--- config.mk ---
export PLATFORM = sky130hd
export DESIGN_NAME = dotp_engine
export DESIGN_NICKNAME = d
export VERILOG_FILES = /design/src/rtl/dotp_pkg.sv /design/src/rtl/dotp_ctrl.sv /design/src/rtl/dotp_datapath.sv /design/src/rtl/dotp_engine.sv
export SDC_FILE = /design/constraint.sdc
export NUM_CORES = 2
export LEC_CHECK = 0
export CAP_MARGIN = 15
export CORE_AREA = 2 2 302 304
export CTS_CLUSTER_SIZE = 24
export DETAILED_ROUTE_END_ITERATION = 16
export DIE_AREA = 0 0 304 306
export PLACE_DENSITY = 0.82
export SLEW_MARGIN = 15
export SYNTH_ARGS = -nofsm -noshare
export SYNTH_HDL_FRONTEND = slang
export SYNTH_SLANG_ARGS = --single-unit
--- constraint.sdc ---
create_clock -name clk -period 14.81 [get_ports clk]
set_input_delay 4.443 -clock clk [delete_from_list [all_inputs] [get_ports clk]]
set_output_delay 4.443 -clock clk [all_outputs]
set_load 0.05 [all_outputs]
--- src/rtl/dotp_pkg.sv ---
`timescale 1ns/1ps
package dotp_pkg;

  typedef enum logic [1:0] {
    OP_PAIR = 2'd0,
    OP_HIGH = 2'd1,
    OP_ACC  = 2'd2,
    OP_ALT  = 2'd3
  } opCode_e;

  // Strobes from control to datapath
  typedef struct packed {
    logic loadPair;
    logic loadHigh;
    logic accStep;
    logic accClear;
    logic reduce;
  } dpStrobe_t;

endpackage

--- src/rtl/dotp_ctrl.sv ---
`timescale 1ns/1ps
module dotp_ctrl
  import dotp_pkg::*;
(
  input  logic       clk,
  input  logic       rstN,
  input  logic       inValid,
  input  logic [1:0] inMode,
  input  logic       inLast,
  input  logic       clearAcc,
  output logic       inReady,
  output dpStrobe_t  strobe,
  output logic       done
);

  typedef enum logic {ST_RUN, ST_REDUCE} ctrlState_e;

  ctrlState_e state, stateNext;
  opCode_e    op;
  logic       accept;

  assign op      = opCode_e'(inMode);
  assign inReady = (state == ST_RUN);
  assign accept  = inValid && inReady;

  always_comb begin
    strobe          = '0;
    strobe.loadPair = accept && ((op == OP_PAIR) || (op == OP_ALT));
    strobe.loadHigh = accept && (op == OP_HIGH);
    strobe.accStep  = accept && (op == OP_ACC);
    strobe.accClear = clearAcc;
    strobe.reduce   = (state == ST_REDUCE);
  end

  always_comb begin
    stateNext = ST_RUN;
    if (state == ST_RUN && accept && op == OP_ACC && inLast) begin
      stateNext = ST_REDUCE;
    end
  end

  always_ff @(posedge clk) begin
    if (!rstN) begin
      state <= ST_RUN;
      done  <= 1'b0;
    end else begin
      state <= stateNext;
      done  <= strobe.loadPair || strobe.loadHigh || strobe.reduce;
    end
  end

endmodule

--- src/rtl/dotp_datapath.sv ---
`timescale 1ns/1ps
module dotp_datapath
  import dotp_pkg::*;
#(
  parameter int ELEM_W   = 16,
  parameter int NUM_ELEM = 4,
  parameter int ACC_W    = 40,
  parameter int SHIFT_W  = 5
) (
  input  logic                       clk,
  input  logic                       rstN,
  input  dpStrobe_t                  strobe,
  input  logic [ELEM_W*NUM_ELEM-1:0] inA,
  input  logic [ELEM_W*NUM_ELEM-1:0] inB,
  input  logic [SHIFT_W-1:0]         inShift,
  output logic [ELEM_W*NUM_ELEM-1:0] result
);

  localparam int DATA_W   = ELEM_W * NUM_ELEM;
  localparam int PROD_W   = 2 * ELEM_W;
  localparam int NUM_LANE = NUM_ELEM / 2;
  localparam int RED_W    = ACC_W + $clog2(NUM_LANE) + 1;

  logic signed [PROD_W-1:0] prod    [NUM_ELEM];
  logic        [PROD_W:0]   pairSum [NUM_LANE];
  logic        [ACC_W-1:0]  acc     [NUM_LANE];
  logic        [DATA_W-1:0] pairWord;
  logic        [DATA_W-1:0] highWord;
  logic        [SHIFT_W-1:0] shiftReg;
  logic signed [RED_W-1:0]  redSum;
  logic signed [RED_W-1:0]  redShift;
  logic        [DATA_W-1:0] redWord;

  // Element-wise signed products and multiply-high packing
  for (genvar e = 0; e < NUM_ELEM; e++) begin : g_elem
    assign prod[e] = $signed(inA[e*ELEM_W +: ELEM_W]) * $signed(inB[e*ELEM_W +: ELEM_W]);
    assign highWord[e*ELEM_W +: ELEM_W] = prod[e][PROD_W-1:ELEM_W];
  end

  // Adjacent pair folding into lanes, with lane accumulators
  for (genvar l = 0; l < NUM_LANE; l++) begin : g_lane
    assign pairSum[l] = {prod[2*l][PROD_W-1], prod[2*l]}
                      + {prod[2*l+1][PROD_W-1], prod[2*l+1]};
    assign pairWord[l*PROD_W +: PROD_W] = pairSum[l][PROD_W-1:0];

    always_ff @(posedge clk) begin
      if (!rstN) begin
        acc[l] <= '0;
      end else if (strobe.accClear || strobe.accStep) begin
        acc[l] <= (strobe.accClear ? '0 : acc[l])
                + (strobe.accStep
                   ? {{(ACC_W-PROD_W-1){pairSum[l][PROD_W]}}, pairSum[l]}
                   : '0);
      end
    end
  end

  // Final reduction across lanes with scaling shift
  always_comb begin
    redSum = '0;
    for (int l = 0; l < NUM_LANE; l++) begin
      redSum = redSum + {{(RED_W-ACC_W){acc[l][ACC_W-1]}}, acc[l]};
    end
  end

  assign redShift = redSum >>> shiftReg;
  assign redWord  = {{(DATA_W-RED_W){redShift[RED_W-1]}}, redShift};

  always_ff @(posedge clk) begin
    if (!rstN) begin
      shiftReg <= '0;
      result   <= '0;
    end else begin
      if (strobe.accStep) begin
        shiftReg <= inShift;
      end
      if (strobe.loadPair) begin
        result <= pairWord;
      end else if (strobe.loadHigh) begin
        result <= highWord;
      end else if (strobe.reduce) begin
        result <= redWord;
      end
    end
  end

endmodule

--- src/rtl/dotp_engine.sv ---
`timescale 1ns/1ps
module dotp_engine
  import dotp_pkg::*;
#(
  parameter int ELEM_W   = 16,
  parameter int NUM_ELEM = 4,
  parameter int ACC_W    = 40,
  parameter int SHIFT_W  = 5
) (
  input  logic                       clk,
  input  logic                       rstN,
  input  logic                       inValid,
  output logic                       inReady,
  input  logic [1:0]                 inMode,
  input  logic                       inLast,
  input  logic [SHIFT_W-1:0]         inShift,
  input  logic                       clearAcc,
  input  logic [ELEM_W*NUM_ELEM-1:0] inA,
  input  logic [ELEM_W*NUM_ELEM-1:0] inB,
  output logic                       done,
  output logic [ELEM_W*NUM_ELEM-1:0] result
);

  dpStrobe_t strobe;

  dotp_ctrl u_ctrl (
    .clk      (clk),
    .rstN     (rstN),
    .inValid  (inValid),
    .inMode   (inMode),
    .inLast   (inLast),
    .clearAcc (clearAcc),
    .inReady  (inReady),
    .strobe   (strobe),
    .done     (done)
  );

  dotp_datapath #(
    .ELEM_W   (ELEM_W),
    .NUM_ELEM (NUM_ELEM),
    .ACC_W    (ACC_W),
    .SHIFT_W  (SHIFT_W)
  ) u_dp (
    .clk     (clk),
    .rstN    (rstN),
    .strobe  (strobe),
    .inA     (inA),
    .inB     (inB),
    .inShift (inShift),
    .result  (result)
  );

endmodule

=== After elaboration in Yosys (flattened, before gate mapping) ===
Memories as Yosys holds them, arrays and structs flattened.
Cells that the tools add are included.

* Add/sub/neg operators: 5
* Multiply operators: 4
* Equal/unequal tests: 3
* Shifts and indexed selects: 1
* Multiplexer cells: 14
* Bitwise logic cells: 3
* Reductions and logical operators: 13

{| class="wikitable"
|+ Operators by type and width
! operator !! number
|-
| two-way mux 40 bit || 6
|-
| two-way mux 64 bit || 3
|-
| multiplier 16 x 16 -> 32 bit || 4
|-
| adder 40 bit || 2
|-
| adder 32 x 32 -> 33 bit || 2
|-
| >>> shifter 42 x 5 -> 42 bit || 1
|-
| adder 40 x 40 -> 41 bit || 1
|-
| logical AND 1 bit || 7
|-
| two-way mux 1 bit || 5
|-
| equality test 2 bit, second input constant || 2
|-
| logical OR 1 bit || 4
|-
| nonzero test 3 bit || 1
|-
| equality test 2 x 1 -> 1 bit, second input constant || 1
|-
| zero test 2 bit || 1
|-
| bitwise OR 1 bit || 2
|-
| inverter 1 bit || 1
|}

* Bits in registers: 71
* RAM bits: 80
* Input port bits: 140
* Output and inout bits: 66
* Logic and storage cells: 48
* Memories kept: 1

{| class="wikitable"
|+ Memory list
! memory !! depth !! bits a word !! read ports !! clocked after Yosys merged registers in !! wr ports !! line !! source
|-
| u_dp.acc || 2 || 40 || 2 || 0 || 2 || dotp_datapath.sv:26 || <nowiki>logic [ACC_W-1:0] acc [NUM_LANE];</nowiki>
|}

=== Depth between registers and ports, before layout ===
* Depth in word-level cells: 8
* Gate-level depth with buffers: 47
* Gate-level depth less buffers: 46

=== Modules after synthesis ===
From an unflattened synthesis, not the netlist that was laid out.

* Cell total of the unflattened synthesis: 6823
* Area, all modules: 58482.3 um^2

{| class="wikitable"
|+ Modules (own cells, without submodules)
! module !! times used !! cells each !! area each (um^2) !! seq. area each (um^2)
|-
| dotp_datapath || 1 || 6808 || 58351.0 || 3783.6
|-
| dotp_ctrl || 1 || 15 || 131.4 || 40.0
|}

=== Worst setup path before layout ===
Ideal clock, no wire load.

* Kind: input -> register
* Start point: input inB[33]
* End point: memory u_dp.acc[1][39], data pin
* Setup time: 0.266 ns
* Arrival: 13.538 ns
* Data required time: 14.544 ns
* Setup slack: 1.006 ns
* Stages on the path: 39
* Buffers on the path: 2
* Cell sequence: clkbuf_1 nand2_1 fa_1 fa_1 fa_1 fa_1 inv_1 fa_1 fa_1 ha_1 a21oi_1 o21ai_0 a31o_2 or2_2 a31oi_1 o21bai_1 a21oi_1 o31ai_1 [... 3 more ...] a21oi_1 o21ai_0 a21oi_1 nand2b_1 o21ai_0 o31a_1 a211oi_2 ha_1 clkdlybuf4s50_2 a21o_1 a21oi_1 nand2_1 a31oi_1 o21ai_0 a21oi_1 xnor2_1 xnor2_1 nor2_1

{| class="wikitable"
|+ RTL lines
! element !! line !! source
|-
| from (decl) || dotp_engine.sv:19 || <nowiki>input logic [ELEM_W*NUM_ELEM-1:0] inB,</nowiki>
|-
| to (decl) || dotp_datapath.sv:26 ||
|}

==> impl_results.html <==
<table>
<tr><th>Metric</th><th>Value</th></tr>
<tr><th colspan="2">Flow run</th></tr>
<tr><td>Max capacitance violation total</td><td>0</td></tr>
<tr><th colspan="2">Min path</th></tr>
<tr><td>Class of the tightest hold or removal check</td><td>reg2reg</td></tr>
<tr><td>Hold-critical path depth</td><td>1</td></tr>
<tr><td>Worst hold start</td><td>u_dp.result[47]</td></tr>
<tr><th colspan="2">Worst setup path</th></tr>
<tr><td>Required time worst endpoint</td><td>around 15000 ps</td></tr>
<tr><td>Endpoint arrival time on the critical path</td><td>~15000 ps</td></tr>
<tr><td>Max incr delay on CP</td><td>approximately 640 ps</td></tr>
<tr><td>CP most frequent cell</td><td>sky130_fd_sc_hd__fa_1</td></tr>
<tr><td>Timing startpoint of the critical path</td><td>inA[4]</td></tr>
<tr><td>Kind of end point of the critical path</td><td>register</td></tr>
<tr><td>Worst reg-to-reg path cell count</td><td>20</td></tr>
<tr><td>WS Path Type</td><td>in2reg</td></tr>
<tr><td>Max stage delay cell, worst path</td><td>sky130_fd_sc_hd__clkdlybuf4s50_1</td></tr>
<tr><td>CP startpoint kind</td><td>input pin</td></tr>
<tr><td>Top fanout value on the critical path</td><td>9</td></tr>
<tr><td>Startpoint of the most critical register-to-register path</td><td>u_ctrl.state</td></tr>
<tr><th colspan="2">Clock network</th></tr>
<tr><td>Cts-stage hold buffer count</td><td>0</td></tr>
<tr><td>Clock tree sinks</td><td>approximately 150</td></tr>
<tr><td>H-tree levels</td><td>4</td></tr>
<tr><td>Buffers from clock root to sink, at most</td><td>2</td></tr>
<tr><td>Reg clk slew, reported paths</td><td>70 ps</td></tr>
<tr><td>TritonCTS clock tree</td><td>yes</td></tr>
<tr><td>Number of buffers created by CTS</td><td>17</td></tr>
<tr><td>Clock latency on the worst-skew pair</td><td>around 500 ps</td></tr>
<tr><td>Clk root buf</td><td>sky130_fd_sc_hd__clkbuf_16</td></tr>
<tr><th colspan="2">Layout</th></tr>
<tr><td>Combined flip-flop and latch cell area</td><td>approximately 3800 um^2</td></tr>
<tr><td>Utilization after layout</td><td>between 70% and 80%</td></tr>
<tr><td>Fin nets</td><td>roughly 8700</td></tr>
<tr><td>Leading cell type in the layout, fill and taps excluded</td><td>sky130_fd_sc_hd__inv_1</td></tr>
<tr><td>Fillers</td><td>between 6000 and 7000</td></tr>
<tr><td>Most frequent cells in the layout</td><td>1225 x sky130_fd_sc_hd__inv_1, 1053 x sky130_fd_sc_hd__fa_1, 722 x sky130_fd_sc_hd__nand2_1</td></tr>
<tr><td>Syn-to-layout area delta</td><td>9.37%</td></tr>
<tr><td>Layout cells sized above 1</td><td>between 6 and 7%</td></tr>
<tr><td>Multi-input gate area</td><td>~49000 um^2</td></tr>
<tr><th colspan="2">STA</th></tr>
<tr><td>Min Hold Slack</td><td>just over 500 ps</td></tr>
<tr><td>Max-slew violation count</td><td>0</td></tr>
<tr><td>Relative slew slack</td><td>between 20% and 30%</td></tr>
<tr><td>Final setup violation count</td><td>0</td></tr>
<tr><td>Max Fclk</td><td>~0.069 GHz</td></tr>
<tr><td>Final critical path time including I/O delays and setup</td><td>between 10000 and 15000 ps</td></tr>
<tr><td>Part of the cycle the worst path needs</td><td>between 90% and 100%</td></tr>
<tr><td>Final hold viol count</td><td>0</td></tr>
<tr><td>Total negative setup slack</td><td>0 ps</td></tr>
<tr><td>Transition time at the pin with the least slew margin</td><td>between 1000 and 1500 ps</td></tr>
<tr><td>Final clock skew</td><td>roughly 23 ps</td></tr>
<tr><th colspan="2">Global routing</th></tr>
<tr><td>Maximum number of pins on one net before global-route repair</td><td>a little over 80</td></tr>
<tr><td>Global-route wire length before repair</td><td>~280000 um</td></tr>
<tr><td>GRT overflow</td><td>0</td></tr>
<tr><td>Vias in the first global route</td><td>52600</td></tr>
<tr><td>Initial antenna violation count</td><td>4</td></tr>
<tr><td>Total GRT Usage</td><td>between 30% and 40%</td></tr>
<tr><th colspan="2">Synthesis</th></tr>
<tr><td>Cell count after synthesis</td><td>~6800</td></tr>
<tr><td>Share of the synthesized area in the top cell type</td><td>between 30% and 40%</td></tr>
<tr><td>Number of synthesis warnings</td><td>0</td></tr>
<tr><td>Cell taking the most area after synthesis</td><td>sky130_fd_sc_hd__fa_1</td></tr>
<tr><td>Netlist area before placement</td><td>57900 um^2</td></tr>
<tr><td>Number of register bits inferred by synthesis</td><td>151</td></tr>
<tr><td>Fraction of registers with async set or reset after synthesis</td><td>0%</td></tr>
<tr><td>Most used DFF post-synth</td><td>sky130_fd_sc_hd__edfxtp_1</td></tr>
<tr><td>Average size of a mapped cell</td><td>approximately 8.5 um^2</td></tr>
<tr><td>Net count of the mapped netlist</td><td>approximately 8500</td></tr>
<tr><td>EDFF count, synth</td><td>80</td></tr>
<tr><td>Distinct cell type count of the synthesized netlist</td><td>~100</td></tr>
<tr><td>Top cells by area in the synthesized netlist</td><td>sky130_fd_sc_hd__fa_1 36%, sky130_fd_sc_hd__ha_1 11%, sky130_fd_sc_hd__inv_1 7.9%</td></tr>
<tr><td>Post-synthesis sequential area ratio</td><td>under 10%</td></tr>
<tr><th colspan="2">Floorplan</th></tr>
<tr><td>Core area</td><td>~90000 um^2</td></tr>
<tr><td>Effective utilization at floorplan</td><td>around two thirds</td></tr>
<tr><td>Y dimension of the die</td><td>approximately 300 um</td></tr>
<tr><td>I/O pin cnt</td><td>206</td></tr>
<tr><td>Count of standard-cell rows</td><td>110</td></tr>
<tr><td>Die width</td><td>around 300 um</td></tr>
<tr><td>Total die area</td><td>between 90000 and 100000 um^2</td></tr>
<tr><th colspan="2">Drt</th></tr>
<tr><td>First-pass DRT Iterations</td><td>8</td></tr>
<tr><td>Total detailed-routing wirelength</td><td>between 150000 and 200000 um</td></tr>
<tr><td>DR vias/cell</td><td>6.04</td></tr>
<tr><td>Number of violations reported at the end of detailed-routing iteration 0</td><td>between 4000 and 5000</td></tr>
<tr><td>Post-detailed-route count of antenna-violating nets</td><td>0</td></tr>
<tr><td>Post-detailed-route DRC marker count</td><td>0</td></tr>
<tr><td>Routed length per instance</td><td>between 20 and 25 um</td></tr>
<tr><td>Total via count in the routed design</td><td>49700</td></tr>
<tr><th colspan="2">Place</th></tr>
<tr><td>Placer's final routability congestion estimate</td><td>roughly 1</td></tr>
<tr><td>HPWL after detailed placement</td><td>approximately 140000 um</td></tr>
<tr><td>Count of input and output buffers</td><td>about 210</td></tr>
<tr><th colspan="2">Outcome</th></tr>
<tr><td>Status</td><td>finished clean</td></tr>
</table>
==> stage by stage <==
stage          instances  setup slack [ps]  instance area, um^2
3_3_place_gp        8193              12.4                62700
2_1_floorplan       6779              1010                57900
3_5_place_dp        8193              -191                62700
4_1_cts             8225               123                63200
5_1_grt             8227             -6.61                63400
6_report            8229               318                63400
==> worst max-delay path: cells and delay by family <==
| family | cells | cell delay (ps) |
|---|---|---|
| compound gates | 13 | 3230 |
| simple gates | 10 | 1460 |
| xor+xnor | 3 | 720 |
| fa+ha+maj | 9 | 3620 |
| buf+inv | 7 | 1190 |
==> what timing repair did <==
action,in CTS,in global routing
resized for setup,0,40
buffers inserted,0,1
setup endpoints to repair,0,15
==> final timing paths <==
path,endpoint,slack (ps)
max,u_dp.acc[0][39],320
min,u_dp.result[47],520
max reg2reg,u_dp.acc[0][36],9050
min reg2reg,u_dp.result[47],520
==> cell families (layout without fill, tap and decap cells) <==
logic type,count (synthesis),count (layout),synth area share (%)
flip-flops,151,151,6.60
AND/OR/NAND/NOR,2075,2075,17.4
other,0,2,0
AO/OA/AOI/OAI,1124,1124,12.8
buffers and inverters,1483,1755,9.66
XOR/XNOR,302,302,4.57
adder cells (fa/ha/maj),1565,1565,47.4
multiplexers,79,79,1.59
==> registers in the layout, summed over array words and instances (netlist names) <==
| register | flops |
|---|---|
| u_dp.acc | 80 |
| u_dp.result | 64 |
| u_dp.shiftReg | 5 |
| u_ctrl.done | 1 |
| u_ctrl.state | 1 |
==> cells in the mapped netlist (all sizes together), types with 15 or more instances <==
cell type  number
ha            512
nor2b         114
and2          508
inv          1227
dfxtp          71
a221o          15
o22ai          23
xor2          100
edfxtp         80
nand4          32
a221oi         20
xnor2         202
buf            20
nor2          403
mux2i          55
fa           1053
nand2b         61
a211oi         55
nand2         726
o21bai         31
clkbuf        234
mux2           15
and3           31
nor3           70
or3            18
o31ai          23
a21o          136
nand3          61
o21ai         196
a21oi         339
a31oi          44
o211ai         44
o21a           50
==> layout make-up <==
class,instances,share of cell area (%)
antenna,2,0.00790
clock buffer,18,0.693
clock inverter,14,0.180
inverter,1228,7.27
multi-input combinational,5145,76.7
sequential,151,6.03
tap,1176,2.32
timing repair buffer,495,6.78
==> metal layers <==
metal,GRT usage (%),wire length (um)
met1,46.8,63800
met2,65.0,83300
met3,5.36,13600
met4,18.9,10200
met5,0,27
Power is not shown: default switching activity piles up to over one toggle a cycle in this logic, so the estimate is an artifact.
